**config.mk**
```make
export PLATFORM = sky130hd
export DESIGN_NAME = coinc_pattern_reg
export DESIGN_NICKNAME = d
export VERILOG_FILES = /design/src/rtl/cpr_pkg.sv /design/src/rtl/cpr_group.sv /design/src/rtl/cpr_cmd.sv /design/src/rtl/coinc_pattern_reg.sv
export SDC_FILE = /design/constraint.sdc
export NUM_CORES = 1
export LEC_CHECK = 0
export ABC_AREA = 1
export ABC_CLOCK_PERIOD_IN_PS = 9600
export BUFFER_PORTS_ARGS = -buffer_cell sky130_fd_sc_hd__buf_2
export CAP_MARGIN = 0
export CORE_MARGIN = 2
export CORE_UTILIZATION = 60
export CTS_BUF_LIST = sky130_fd_sc_hd__clkbuf_2 sky130_fd_sc_hd__clkbuf_4 sky130_fd_sc_hd__clkbuf_8
export CTS_CLUSTER_DIAMETER = 60
export DETAILED_ROUTE_END_ITERATION = 8
export GPL_TIMING_DRIVEN = 0
export HOLD_SLACK_MARGIN = 0.15
export PLACE_DENSITY_LB_ADDON = 0.12
export SETUP_SLACK_MARGIN = 0.02
export SYNTH_ARGS = -nofsm -noshare
export SYNTH_HDL_FRONTEND = slang
export SYNTH_SLANG_ARGS = --single-unit
```
**constraint.sdc**
```tcl
create_clock -name clk -period 9.6 [get_ports clk]
set_clock_uncertainty 0.15 [all_clocks]
set_input_delay 0.96 -clock clk [delete_from_list [all_inputs] [get_ports clk]]
set_output_delay 0.96 -clock clk [all_outputs]
set_load 0.02 [all_outputs]
```
**src/rtl/cpr_pkg.sv**
```systemverilog
package cpr_pkg;
  localparam int GRP_W_DEF = 16;
  localparam int N_GRP_DEF = 3;
  localparam int FUNC_W    = 5;
  localparam int SUB_W     = 4;

  typedef enum logic [FUNC_W-1:0] {
    FN_READ     = 5'd0,
    FN_READ_CLR = 5'd2,
    FN_TEST_LAM = 5'd8,
    FN_CLR_GRP  = 5'd9,
    FN_CLR_ALL  = 5'd11
  } cpr_fn_e;
endpackage

```
**src/rtl/cpr_group.sv**
```systemverilog
module cpr_group #(
  parameter int W     = 16,
  localparam int CNT_W = $clog2(W + 1)
) (
  input  logic             clk,
  input  logic             rst_n,
  input  logic [W-1:0]     coin_i,
  input  logic             fp_clr_i,
  input  logic             cmd_clr_i,
  input  logic             init_i,
  output logic [W-1:0]     pat_o,
  output logic [CNT_W-1:0] cnt_o
);
  logic [W-1:0] pat_q, pat_d;

  always_comb begin
    if (init_i)                    pat_d = '0;
    else if (fp_clr_i)             pat_d = coin_i;
    else if (cmd_clr_i)            pat_d = coin_i;
    else                           pat_d = pat_q | coin_i;
  end

  always_ff @(posedge clk or negedge rst_n) begin
    if (!rst_n) pat_q <= '0;
    else        pat_q <= pat_d;
  end

  always_comb begin
    cnt_o = '0;
    for (int i = 0; i < W; i++) cnt_o = cnt_o + CNT_W'(pat_q[i]);
  end

  assign pat_o = pat_q;

  AST_HOLD_IDLE: assert property (@(posedge clk) disable iff (!rst_n)
    (!init_i && !fp_clr_i && !cmd_clr_i && coin_i == '0) |=> $stable(pat_q));
  AST_CAPTURE_SET: assert property (@(posedge clk) disable iff (!rst_n)
    (!init_i && coin_i != '0) |=> ((pat_q & $past(coin_i)) == $past(coin_i)));
  AST_INIT_EMPTY: assert property (@(posedge clk) disable iff (!rst_n)
    init_i |=> (pat_q == '0));
endmodule

```
**src/rtl/cpr_cmd.sv**
```systemverilog
module cpr_cmd
  import cpr_pkg::*;
#(
  parameter int N_GRP = 3,
  parameter int W     = 16
) (
  input  logic               clk,
  input  logic               rst_n,
  input  logic               cmd_valid_i,
  output logic               cmd_ready_o,
  input  logic [FUNC_W-1:0]  func_i,
  input  logic [SUB_W-1:0]   sub_i,
  input  logic               rsp_ready_i,
  output logic               rsp_valid_o,
  output logic [W-1:0]       rsp_data_o,
  output logic               rsp_q_o,
  input  logic [N_GRP*W-1:0] pat_i,
  input  logic               lam_i,
  output logic [N_GRP-1:0]   clr_o
);
  logic         accept, sub_ok;
  logic [W-1:0] sel_pat, data_d;
  logic         q_d, vld_q, q_q;
  logic [W-1:0] data_q;

  assign cmd_ready_o = !vld_q || rsp_ready_i;
  assign accept      = cmd_valid_i && cmd_ready_o;
  assign sub_ok      = sub_i < SUB_W'(N_GRP);

  always_comb begin
    sel_pat = '0;
    for (int g = 0; g < N_GRP; g++)
      if (sub_i == SUB_W'(g)) sel_pat = pat_i[g*W +: W];
  end

  always_comb begin
    for (int g = 0; g < N_GRP; g++)
      clr_o[g] = accept && sub_ok &&
                 ((func_i == FN_CLR_ALL) ||
                  (((func_i == FN_READ_CLR) || (func_i == FN_CLR_GRP)) && sub_i == SUB_W'(g)));
  end

  always_comb begin
    data_d = '0;
    q_d    = 1'b0;
    if (sub_ok) begin
      case (func_i)
        FN_READ, FN_READ_CLR: begin data_d = sel_pat; q_d = 1'b1; end
        FN_CLR_GRP, FN_CLR_ALL: q_d = 1'b1;
        FN_TEST_LAM: q_d = lam_i;
        default: ;
      endcase
    end
  end

  always_ff @(posedge clk or negedge rst_n) begin
    if (!rst_n) begin
      vld_q  <= 1'b0;
      data_q <= '0;
      q_q    <= 1'b0;
    end else if (accept) begin
      vld_q  <= 1'b1;
      data_q <= data_d;
      q_q    <= q_d;
    end else if (rsp_ready_i) begin
      vld_q  <= 1'b0;
    end
  end

  assign rsp_valid_o = vld_q;
  assign rsp_data_o  = data_q;
  assign rsp_q_o     = q_q;

  AST_RSP_HOLD: assert property (@(posedge clk) disable iff (!rst_n)
    (vld_q && !rsp_ready_i) |=> (vld_q && $stable(data_q) && $stable(q_q)));
  AST_BAD_SUB_NO_Q: assert property (@(posedge clk) disable iff (!rst_n)
    (accept && !sub_ok) |=> (!q_q && data_q == '0));
  AST_ACCEPT_GIVES_RSP: assert property (@(posedge clk) disable iff (!rst_n)
    accept |=> vld_q);
endmodule

```
**src/rtl/coinc_pattern_reg.sv**
```systemverilog
module coinc_pattern_reg
  import cpr_pkg::*;
#(
  parameter int GRP_W = GRP_W_DEF,
  parameter int N_GRP = N_GRP_DEF,
  localparam int IN_W  = GRP_W * N_GRP,
  localparam int CNT_W = $clog2(GRP_W + 1)
) (
  input  logic                   clk,
  input  logic                   rst_n,
  input  logic [IN_W-1:0]        hit_i,
  input  logic                   gate_i,
  input  logic                   fp_clear_i,
  input  logic                   inhibit_i,
  input  logic                   crate_init_i,
  input  logic [N_GRP-1:0]       lam_en_i,
  input  logic                   cmd_valid_i,
  output logic                   cmd_ready_o,
  input  logic [FUNC_W-1:0]      cmd_func_i,
  input  logic [SUB_W-1:0]       cmd_sub_i,
  output logic                   rsp_valid_o,
  input  logic                   rsp_ready_i,
  output logic [GRP_W-1:0]       rsp_data_o,
  output logic                   rsp_q_o,
  output logic [N_GRP*CNT_W-1:0] maj_o,
  output logic                   lam_o
);
  logic [IN_W-1:0]  coin;
  logic [IN_W-1:0]  pat;
  logic [N_GRP-1:0] grp_clr;
  logic [N_GRP-1:0] grp_any;

  assign coin = (gate_i && !inhibit_i) ? hit_i : '0;

  for (genvar g = 0; g < N_GRP; g++) begin : g_grp
    cpr_group #(.W(GRP_W)) u_grp (
      .clk       (clk),
      .rst_n     (rst_n),
      .coin_i    (coin[g*GRP_W +: GRP_W]),
      .fp_clr_i  (fp_clear_i),
      .cmd_clr_i (grp_clr[g]),
      .init_i    (crate_init_i),
      .pat_o     (pat[g*GRP_W +: GRP_W]),
      .cnt_o     (maj_o[g*CNT_W +: CNT_W])
    );
    assign grp_any[g] = |pat[g*GRP_W +: GRP_W];
  end

  assign lam_o = |(grp_any & lam_en_i);

  cpr_cmd #(.N_GRP(N_GRP), .W(GRP_W)) u_cmd (
    .clk         (clk),
    .rst_n       (rst_n),
    .cmd_valid_i (cmd_valid_i),
    .cmd_ready_o (cmd_ready_o),
    .func_i      (cmd_func_i),
    .sub_i       (cmd_sub_i),
    .rsp_ready_i (rsp_ready_i),
    .rsp_valid_o (rsp_valid_o),
    .rsp_data_o  (rsp_data_o),
    .rsp_q_o     (rsp_q_o),
    .pat_i       (pat),
    .lam_i       (lam_o),
    .clr_o       (grp_clr)
  );

  AST_LAM_MASKED: assert property (@(posedge clk) disable iff (!rst_n)
    (lam_en_i == '0) |-> !lam_o);
  AST_FPC_NO_GATE_EMPTY: assert property (@(posedge clk) disable iff (!rst_n)
    (fp_clear_i && !gate_i) |=> (maj_o == '0));
  AST_INHIBIT_NO_SET: assert property (@(posedge clk) disable iff (!rst_n)
    (inhibit_i && !fp_clear_i && !crate_init_i) |=> ((pat & ~$past(pat)) == '0));
endmodule

```
==> summary.md, run 1 <==
| Metric | Value |
|---|---|
| Area Overhead vs Synth | 16.6% |
| Top layer in use | met4 |
| # IOs | between 100 and 150 |
| Final Power | 691 µW |
| Max Freq | 185 MHz |
| CTS sink count | 66 |
| DR pass1 iterations | 5 |
| Chip Height | roughly 94 µm |
| Synth Flop Type | dfrtp_1 |
| Endpoints failing hold | 0 |
| Post-synth top area share | 34.0% |
| CTS Buf Count | 9 |
| Share of flip-flops with an asynchronous set or reset | 100% |
| Die Span X | ~94 µm |
| EDFF count, synth | 0 |
| Root buf cell | clkbuf_8 |
| Routed wl met2 | between 6000 and 7000 µm |
| Seq cells post-synth | 66 |
| Gpl congestion | a little over 0.9 |
| XOR/XNOR share of the synthesized area | under 10% |
| Post-CTS Hold Buffers | 0 |
| Placeable Area | 7770 µm² |
| Setup crit end kind | primary output |
| Setup TNS | 0 ns |
| CTS tree | yes |
| Vias in the first global route | between 4000 and 5000 |
| Starting Density | a little over three fifths |
| Compound-gate portion of the synthesized area | 11.9% |
| Max-Cap Viols | 0 |
| RSZ-0062 raised after global routing | false |
| Cells after DPL | a little over 800 |
| Most numerous cell in the Yosys netlist | nand2_1 |
| Clock Path Buffers | 2 |
| Routed Antenna Nets | 0 |
| Half-perimeter wire length after placement | a little under 10000 µm |
| Largest family of logic cells by synthesized area | simple AND/OR/NAND/NOR gates |
| Overall global routing resource usage | 30.7% |
| Max Slew Vio Count | 0 |
| Die ar. | between 8000 and 9000 µm² |
| Final net count | 841 |
| Site row count | 32 |
| Worst-Skew Late Latency | between 0.3 and 0.4 ns |
| Simple-gate share of the synthesized area | around 25% |
| Port buffer count | 100 |
| Post-Route M1 WL | about 5200 µm |
| Gr ovfl total | 0 |
| Cells after Synth | roughly 610 |
| Sequential-to-total area share from yosys stat | roughly 34% |
| Routed WL | 12500 µm |
| Crit start category | flip-flop |
| Netlist cell types | 28 |
| Min cycle time layout | approximately 5.4 ns |
| Final Cycle Share | between 50% and 60% |
| Mux cell area share after synthesis | 0% |
| First-pass GRT wire length | between 20000 and 25000 µm |
| Htree depth | 3 |
| CTS clk-pin slew, worst paths | around 0.080 ns |
| Largest net degree at the start of global routing | 67 |
| Non-Filler Instances | between 800 and 900 |
| Area leader, netlist | dfrtp_1 |
| Top cells by count, synth | nand2_1 (158), inv_1 (94), nor2_1 (74) |
| Ant diodes | 0 |
| First DRT Iteration DRCs | 216 |
| WP data arrival | between 4 and 5 ns |
| Fillcell total | between 600 and 700 |
| Worst Max-Slew Pin Slew | around 0.87 ns |
| Post-CTS resize count | 0 |
| Synthesized Nets | 730 |
| WP data required | about 8.5 ns |
| Final setup fails | 0 |
| Max transition margin | between 40 and 50% |
| Worst Hold Margin | between 0.3 and 0.4 ns |
| Top cells by area, synth | dfrtp_1 (34%), fa_1 (12%), nand2_1 (12%) |
| Drt drc | 0 |
| PwrDens | ~120 nW/µm² |
| Crit Path Max Fanout | 3 |
| Wirelength per Cell | roughly 15 µm |
| Leak | roughly 0.003 µW |
| Post-Synth Adder-Cell Area | about 18% |
| Via count | roughly 4300 |
| Fin util | between 70% and 80% |
| Initial antenna violation count | 0 |
| Worst hold path class | flip-flop to flip-flop |
| Metal3 WL | around 760 µm |
| Mean Syn Cell Area | about 7.9 µm² |
| Worst Setup Path Type | flip-flop to primary output |
| Via-to-Cell Ratio | approximately 5.2 |
| Layout cells sized above 1 | 26.6% |
| Status | complete, no violations |
| Synth warnings | 0 |
| Max IR drop VDD | between 80 and 90 µV |
| Mapped cell area | about 5000 µm² |
| Post-CTS Setup Bufs | 0 |
==> metal layers <==
metal | up-vias | global-route usage (%)
li1 | 2090 | -
met1 | 2067 | 40.1
met2 | 152 | 51.8
met3 | 32 | 4.25
met4 | 0 | 12.0
met5 | - | 0
==> kinds of logic (layout without fill, tap and decap cells) <==
| group | Yosys count | count (layout) |
|---|---|---|
| AO/OA/AOI/OAI | 78 | 78 |
| AND/OR/NAND/NOR | 287 | 287 |
| adder cells (fa/ha/maj) | 51 | 51 |
| XOR/XNOR | 6 | 6 |
| buffers and inverters | 123 | 238 |
| flip-flops | 66 | 66 |
==> through the flow <==
step / instance area, µm² / setup slack (ns)
CTS: 5660 / 4.18
global placement: 5490 / 4.59
detailed placement: 5490 / 4.58
global route: 5660 / 4.03
floorplan: 4860 / 4.60
finish: 5660 / 4.19
==> critical path: stages, from the launching register on <==
cell and delay [ns]:
dfrtp_1 0.36, inv_1 0.09, ha_1 0.28, inv_1 0.05
fa_1 0.50, fa_1 0.53, fa_1 0.53, fa_1 0.52
fa_1 0.42, inv_1 0.09, fa_1 0.40, buf_2 0.17
==> state kept, by name, summed over array words and instances, names as in the netlist <==
name / cells
u_cmd.rsp_valid_o: 1
g_grp.u_grp.pat_o: 48
u_cmd.rsp_data_o: 16
u_cmd.rsp_q_o: 1
==> placed cells by master (no fill, tap or decap), drive strengths merged <==
master,n
nand3,17
fa,30
dfrtp,66
nand4,1
clkinv,4
nor3,1
nand2,192
inv,98
buf,108
xor2,5
xnor2,1
a21oi,58
clkbuf,28
nor4,1
o221ai,16
o21ai,3
nor2,75
a211oi,1
ha,21
==> where the power goes <==
group | leakage (µW) | internal [µW] | switching (µW)
combinational | 0.00200 | 65.3 | 116
clock | 0.0000954 | 108 | 110
sequential | 0.000904 | 286 | 5.40
total | 0.00300 | 459 | 231
==> worst paths after layout <==
path	startpoint	endpoint	slack (ns)	cells past startpoint
max in group asynchronous	rst_n	g_grp[0].u_grp.pat_o[13]	8.16	1
min reg2reg	u_cmd.rsp_data_o[7]	u_cmd.rsp_data_o[7]	0.33	2
min	u_cmd.rsp_data_o[7]	u_cmd.rsp_data_o[7]	0.33	2
min in group asynchronous	rst_n	g_grp[2].u_grp.pat_o[4]	0.58	1
max	g_grp[1].u_grp.pat_o[0]	maj_o[6]	4.19	11
max reg2reg	u_cmd.rsp_valid_o	g_grp[0].u_grp.pat_o[12]	7.74	7
==> area by class of cell <==
class                           instances  area [µm²]  share of cell area (%)
Buffer                                 24         118                    2.08
Clock buffer                           12         159                    2.81
Tap cell                              102         128                    2.25
Clock inverter                          3        15.0                   0.265
Inverter                               99         372                    6.56
Sequential cell                        66        1650                    29.2
Timing Repair Buffer                  100         503                    8.88
Multi-Input combinational cell        422        2720                    48.0
(Power assumes the default switching activity.)
==> inputs of run 2 (changes only) <==
- ABC_CLOCK_PERIOD_IN_PS: 9600 -> 4600
- CORE_UTILIZATION: 60 -> 52
- clock period: 9.6 -> 4.6 ns (I/O delays scaled with it)
==> run 2 against run 1 <==
  * The run now ends with setup timing left
  * Clock power grew to 2.5 times the previous value
  * Critical path depth stayed put
  * Sequential power is 110% higher
  * Combinational power is 140% higher
  * Total power is 130% higher
  * Via count is 1.8% higher
  * Setup slack worse by 4.3 ns
  * Non-clock buffer count is 18 higher
  * Cell area is 6.3% higher
  * Register-to-register slack worse by 5.0 ns
==> summary.md, run 2 (synthesized netlist as in run 1, its figures left out) <==
| Metric | Value |
|---|---|
| Starting Density | a little over half |
| PwrDens | ~260 nW/µm² |
| WP data arrival | slightly above 4 ns |
| Die ar. | between 10000 and 15000 µm² |
| Crit Path Max Fanout | 2 |
| RSZ-0062 raised after global routing | true |
| Half-perimeter wire length after placement | 9880 µm |
| Sw frac | a little under a third |
| Site row count | 35 |
| Min cycle time layout | 4.71 ns |
| # IOs | 103 |
| Worst reg-to-reg setup slack | 2.75 ns |
| Htree depth | 3 |
| Dominant delay contributor by cell family on the critical path | adder cells |
| Via count | about 4400 |
| Logic pwr share | 27.2% |
| Clock Path Buffers | 2 |
| Cells after DPL | roughly 820 |
| Die Span X | between 100 and 150 µm |
| Max-Cap Viols | 0 |
| Placeable Area | 9150 µm² |
| WP data required | between 3 and 4 ns |
| First-pass GRT wire length | ~21000 µm |
| Routed WL | approximately 13000 µm |
| Final Power | between 1500 and 2000 µW |
| CTS Buf Count | 9 |
| Drt drc | 0 |
| Failing checks | setup timing |
| Crit-path slowest cell | fa_1 |
| Vias in the first global route | about 4500 |
| Port buffer count | 100 |
| Crit start category | flip-flop |
| Largest net degree at the start of global routing | 67 |
| Worst r2r src | u_cmd.rsp_valid_o |
| Gr ovfl total | 0 |
| Setup crit end kind | primary output |
| Power Internal | roughly 1100 µW |
| CP Cell Sequence | inv_2, ha_4, inv_2, fa_1, fa_1, fa_1, fa_1, fa_2, inv_2, fa_2, buf_6 |
| Final Cycle Share | 102% |
| Max reg flops | 48 |
| Chip Height | between 100 and 150 µm |
| Worst Max-Slew Pin Slew | 0.873 ns |
| Non-Filler Instances | 855 |
| Worst-Skew Late Latency | ~0.35 ns |
| Sequential share of power | between 30% and 40% |
| CTS clk-pin slew, worst paths | 0.07 ns |
| Hold EP | g_grp[1].u_grp.pat_o[4] |
| Hold_sp | hit_i[20] |
| Worst Setup Slack, final | -0.107 ns |
| Hold Crit Depth | 3 |
| Overall global routing resource usage | between 20% and 30% |
| Most frequent cells in the layout | nand2_1 (156), buf_2 (91), inv_1 (81) |
| Max Slew Vio Count | 0 |
| Final net count | ~860 |
| Commonest non-fill, non-tap cell in the layout | nand2_1 |
| Worst Setup Path Type | flip-flop to primary output |
| Worst hold path class | primary input to flip-flop |
| Wirelength per Cell | 15.3 µm |
| Sw power | between 500 and 600 µW |
| Root buf cell | clkbuf_8 |
| Reg2reg end | g_grp[1].u_grp.pat_o[10] |
| Pre-CTS WS | around 0.044 ns |
| R2R cell count | 7 |
| Max transition margin | 41.8% |
| Clock share of power | between 30 and 40% |
| Most frequent CP cell | fa_1 |
| Max Freq | about 210 MHz |
| Status | finished with violations |
| Area Overhead vs Synth | 23.9% |
| Endpoints failing hold | 0 |
| CTS sink count | 66 |
| Layout cells sized above 1 | between 30 and 40% |
| Gpl congestion | about 0.9 |
| Max IR drop VDD | around 170 µV |
| First DRT Iteration DRCs | between 200 and 250 |
| Final setup fails | 6 |
| Leak | between 0.003 and 0.004 µW |
| Max stage delay on crit path | a little under 0.6 ns |
| CTS tree | yes |
| Ant diodes | 0 |
| DR pass1 iterations | 5 |
| Routed Antenna Nets | 0 |
| Via-to-Cell Ratio | ~5.2 |
| Initial antenna violation count | 0 |
| Buf/Inv on CP | 4 |
[run 2: cell types whose count changed in the layout (fill, tap and decap cells not counted), sizes merged]
cell         before  now
buf             108  125
bufinv            0    2
clkbuf           28   26
dlygate4sd3       0    1
[run 2: how the worst max path moves through the flow]
stage | start | endpoint | slack, ns | depth (start not counted)
2_1_floorplan | g_grp[2].u_grp.pat_o[0] | maj_o[14] | 0.10 | 10
3_3_place_gp | g_grp[1].u_grp.pat_o[0] | maj_o[6] | 0.09 | 11
3_5_place_dp | g_grp[1].u_grp.pat_o[0] | maj_o[6] | 0.04 | 11
4_1_cts | g_grp[0].u_grp.pat_o[0] | maj_o[1] | -0.06 | 13
5_1_grt | g_grp[1].u_grp.pat_o[0] | maj_o[6] | -0.19 | 11
6_report | g_grp[1].u_grp.pat_o[1] | maj_o[6] | -0.11 | 11
[run 2: worst reg2reg max path: cells and delay by family (launching register included)]
kind                   cells  cell delay [ns]
AND/OR/NAND/NOR            4             0.45
buffers and inverters      1             0.20
flip-flops                 1             0.38
AO/OA/AOI/OAI              2             0.52
[run 2: timing repair]
action | CTS | global route
setup endpoints to repair | 12 | 12
pin swaps | 12 | 11
buffers inserted | 12 | 5
hold buffers | 1 | 0
hold endpoints to repair | 66 | 0
gates resized for setup | 36 | 19
[run 2: stage by stage]
stage / hold WS, ns / setup TNS, ns / area [µm²] / util (%)
2_1_floorplan: 0.0144 / 0 / 4860 / -
3_3_place_gp: 0.313 / 0 / 5500 / 60.1
3_5_place_dp: 0.312 / 0 / 5500 / 60.1
4_1_cts: 0.204 / -0.271 / 5910 / 64.6
5_1_grt: 0.201 / -1.55 / 6020 / 65.7
6_report: 0.206 / -0.370 / 6020 / 65.7
[run 2: layout make-up]
cell class / instances / area, µm²
timing repair buffer: 118 / 704
multi-input combinational: 422 / 2820
buffer: 24 / 118
clock buffer: 10 / 138
fill: 779 / 3140
tap: 111 / 139
inverter: 99 / 372
clock inverter: 5 / 78.8
sequential: 66 / 1650
[run 2: per-layer routing]
layer  track usage (%)  routed length, µm  up-vias
met5                 0                  0        -
met4              7.06                269        0
met3              4.92                712       25
met2              48.4               6650      153
met1              34.5               5460     2107
li1                  -                  -     2132
[run 2: power groups by stage]
stage / combinational (µW) / sequential [µW] / clock, µW
4_1_cts: 421 / 607 / 550
6_report: 431 / 607 / 548
3_3_place_gp: 370 / 618 / 0
5_1_grt: 483 / 609 / 579
2_1_floorplan: 252 / 618 / 0
3_5_place_dp: 378 / 619 / 0
==> inputs of run 3 (changes only) <==
- SKIP_CTS_REPAIR_TIMING: not set -> 1
==> run 3 against run 2 <==
  * The run still ends with setup timing left
  * Sequential power about the same
  * Sequential cell count unchanged
  * First-iteration DRC count up 36%
  * Critical path type unchanged
  * Largest power group unchanged
==> summary.md, run 3 (synthesized netlist as in run 1, its figures left out) <==
| Metric | Value |
|---|---|
| Initial antenna violation count | 0 |
| Worst-Skew Late Latency | 0.35 ns |
| Routed WL | ~13000 µm |
| Die Span X | ~100 µm |
| Setup crit end kind | primary output |
| Via count | around 4400 |
| Final setup fails | 7 |
| WP data required | approximately 4.0 ns |
| Max Freq | 214 MHz |
| Worst Setup Slack, final | -0.0823 ns |
| Worst r2r src | u_cmd.rsp_valid_o |
| Worst Max-Slew Pin Slew | 0.867 ns |
| Drt drc | 0 |
| Max IR drop VDD | 190 µV |
| Worst Setup Path Type | flip-flop to primary output |
| CTS sink count | 66 |
| Crit start category | flip-flop |
| Commonest non-fill, non-tap cell in the layout | nand2_1 |
| Port buffer count | 100 |
| Die ar. | between 10000 and 15000 µm² |
| Multi-input gate area | roughly 2800 µm² |
| Status | finished with violations |
| Root buf cell | clkbuf_8 |
| Final Cycle Share | 102% |
| Crit Path Max Fanout | 3 |
| Clock Path Buffers | 2 |
| First DRT Iteration DRCs | a little over 300 |
| Fillcell total | approximately 800 |
| Overall global routing resource usage | between 20% and 30% |
| Vias in the first global route | ~4400 |
| CTS Buf Count | 9 |
| Chip Height | roughly 100 µm |
| Starting Density | 53.1% |
| Max transition margin | a little over two fifths |
| Worst hold path class | primary input to flip-flop |
| Min cycle time layout | 4.68 ns |
| Site row count | 35 |
| CTS clk-pin slew, worst paths | about 0.070 ns |
| Max-Cap Viols | 0 |
| Half-perimeter wire length after placement | 9880 µm |
| Gr ovfl total | 0 |
| Via-to-Cell Ratio | between 5 and 6 |
| First-pass GRT wire length | 20800 µm |
| Layout cells sized above 1 | between 30% and 40% |
| FF/Latch Area | 1650 µm² |
| DR pass1 iterations | 5 |
| CTS tree | yes |
| Hold_sp | hit_i[20] |
| Largest net degree at the start of global routing | 67 |
| Wirelength per Cell | around 15 µm |
| Endpoints failing hold | 0 |
| Leak | between 0.003 and 0.004 µW |
| Gpl congestion | just over 0.9 |
| Area Overhead vs Synth | 21.8% |
| RSZ-0062 raised after global routing | true |
| Placeable Area | 9150 µm² |
| Max Slew Vio Count | 0 |
| # IOs | roughly 100 |
| Most frequent cells in the layout | nand2_1 (157), buf_2 (92), inv_1 (81) |
| Worst Hold Margin | approximately 0.21 ns |
| Final net count | approximately 850 |
| Ant diodes | 0 |
| Htree depth | 3 |
| WP data arrival | 4.07 ns |
| Routed Antenna Nets | 0 |
| Max reg flops | 48 |
| Fin util | between 60% and 70% |
| Failing checks | setup timing |
| PwrDens | 266 nW/µm² |
| Setup crit start | g_grp[0].u_grp.pat_o[0] |
==> run 3: worst paths after layout <==
| path | end | cells past startpoint | slack [ns] |
|---|---|---|---|
| worst min register to register | u_cmd.rsp_data_o[13] | 2 | 0.33 |
| worst max-delay path | maj_o[1] | 13 | -0.08 |
| worst min-delay path | g_grp[1].u_grp.pat_o[4] | 3 | 0.21 |
| min in group asynchronous | g_grp[1].u_grp.pat_o[13] | 2 | 0.63 |
| max in group asynchronous | g_grp[0].u_grp.pat_o[8] | 2 | 3.12 |
| worst max register to register | g_grp[1].u_grp.pat_o[10] | 7 | 2.75 |
==> run 3: final cells by class <==
| type | count | area share (%) |
|---|---|---|
| plain buffers | 24 | 1.99 |
| inverters | 99 | 6.28 |
| well taps | 111 | 2.35 |
| clock inverters | 5 | 1.33 |
| multi-input cells | 422 | 47.2 |
| flip-flops and latches | 66 | 27.9 |
| clock buffers | 10 | 2.33 |
| repair buffers | 110 | 10.7 |
==> run 3: power by group <==
part	internal, µW	leakage [µW]	switching [µW]
Combinational	164	0.00205	253
Sequential	597	0.000904	10.8
Clock	316	0.000112	234
==> run 3: worst max-delay path: stages (launching register included) <==
cell     delay [ns]
dfrtp_1        0.39
inv_2          0.07
ha_4           0.26
inv_2          0.03
fa_1           0.48
inv_1          0.05
fa_1           0.45
fa_1           0.51
inv_2          0.04
fa_1           0.46
fa_2           0.35
inv_2          0.07
fa_2           0.44
buf_6          0.14
==> run 3: metal layers <==
| layer | GRT usage, % | vias up | part of all wire (%) |
|---|---|---|---|
| li1 | - | 2114 | - |
| met1 | 33.8 | 2084 | 42 |
| met2 | 46.1 | 161 | 50 |
| met3 | 5.34 | 19 | 6.1 |
| met4 | 7.06 | 0 | 1.9 |
| met5 | 0 | - | 0 |
==> run 3: stage by stage <==
step           cell area [µm²]  instances  TNS (ns)  total power (µW)  worst slack, ns
2_1_floorplan             4860        611         0               870            0.102
3_3_place_gp              5500        822         0               988           0.0899
3_5_place_dp              5500        822         0               997           0.0443
4_1_cts                   5720        837     -2.24              1540           -0.318
5_1_grt                   5920        847     -1.59              1660           -0.211
6_report                  5920        847    -0.329              1570          -0.0823
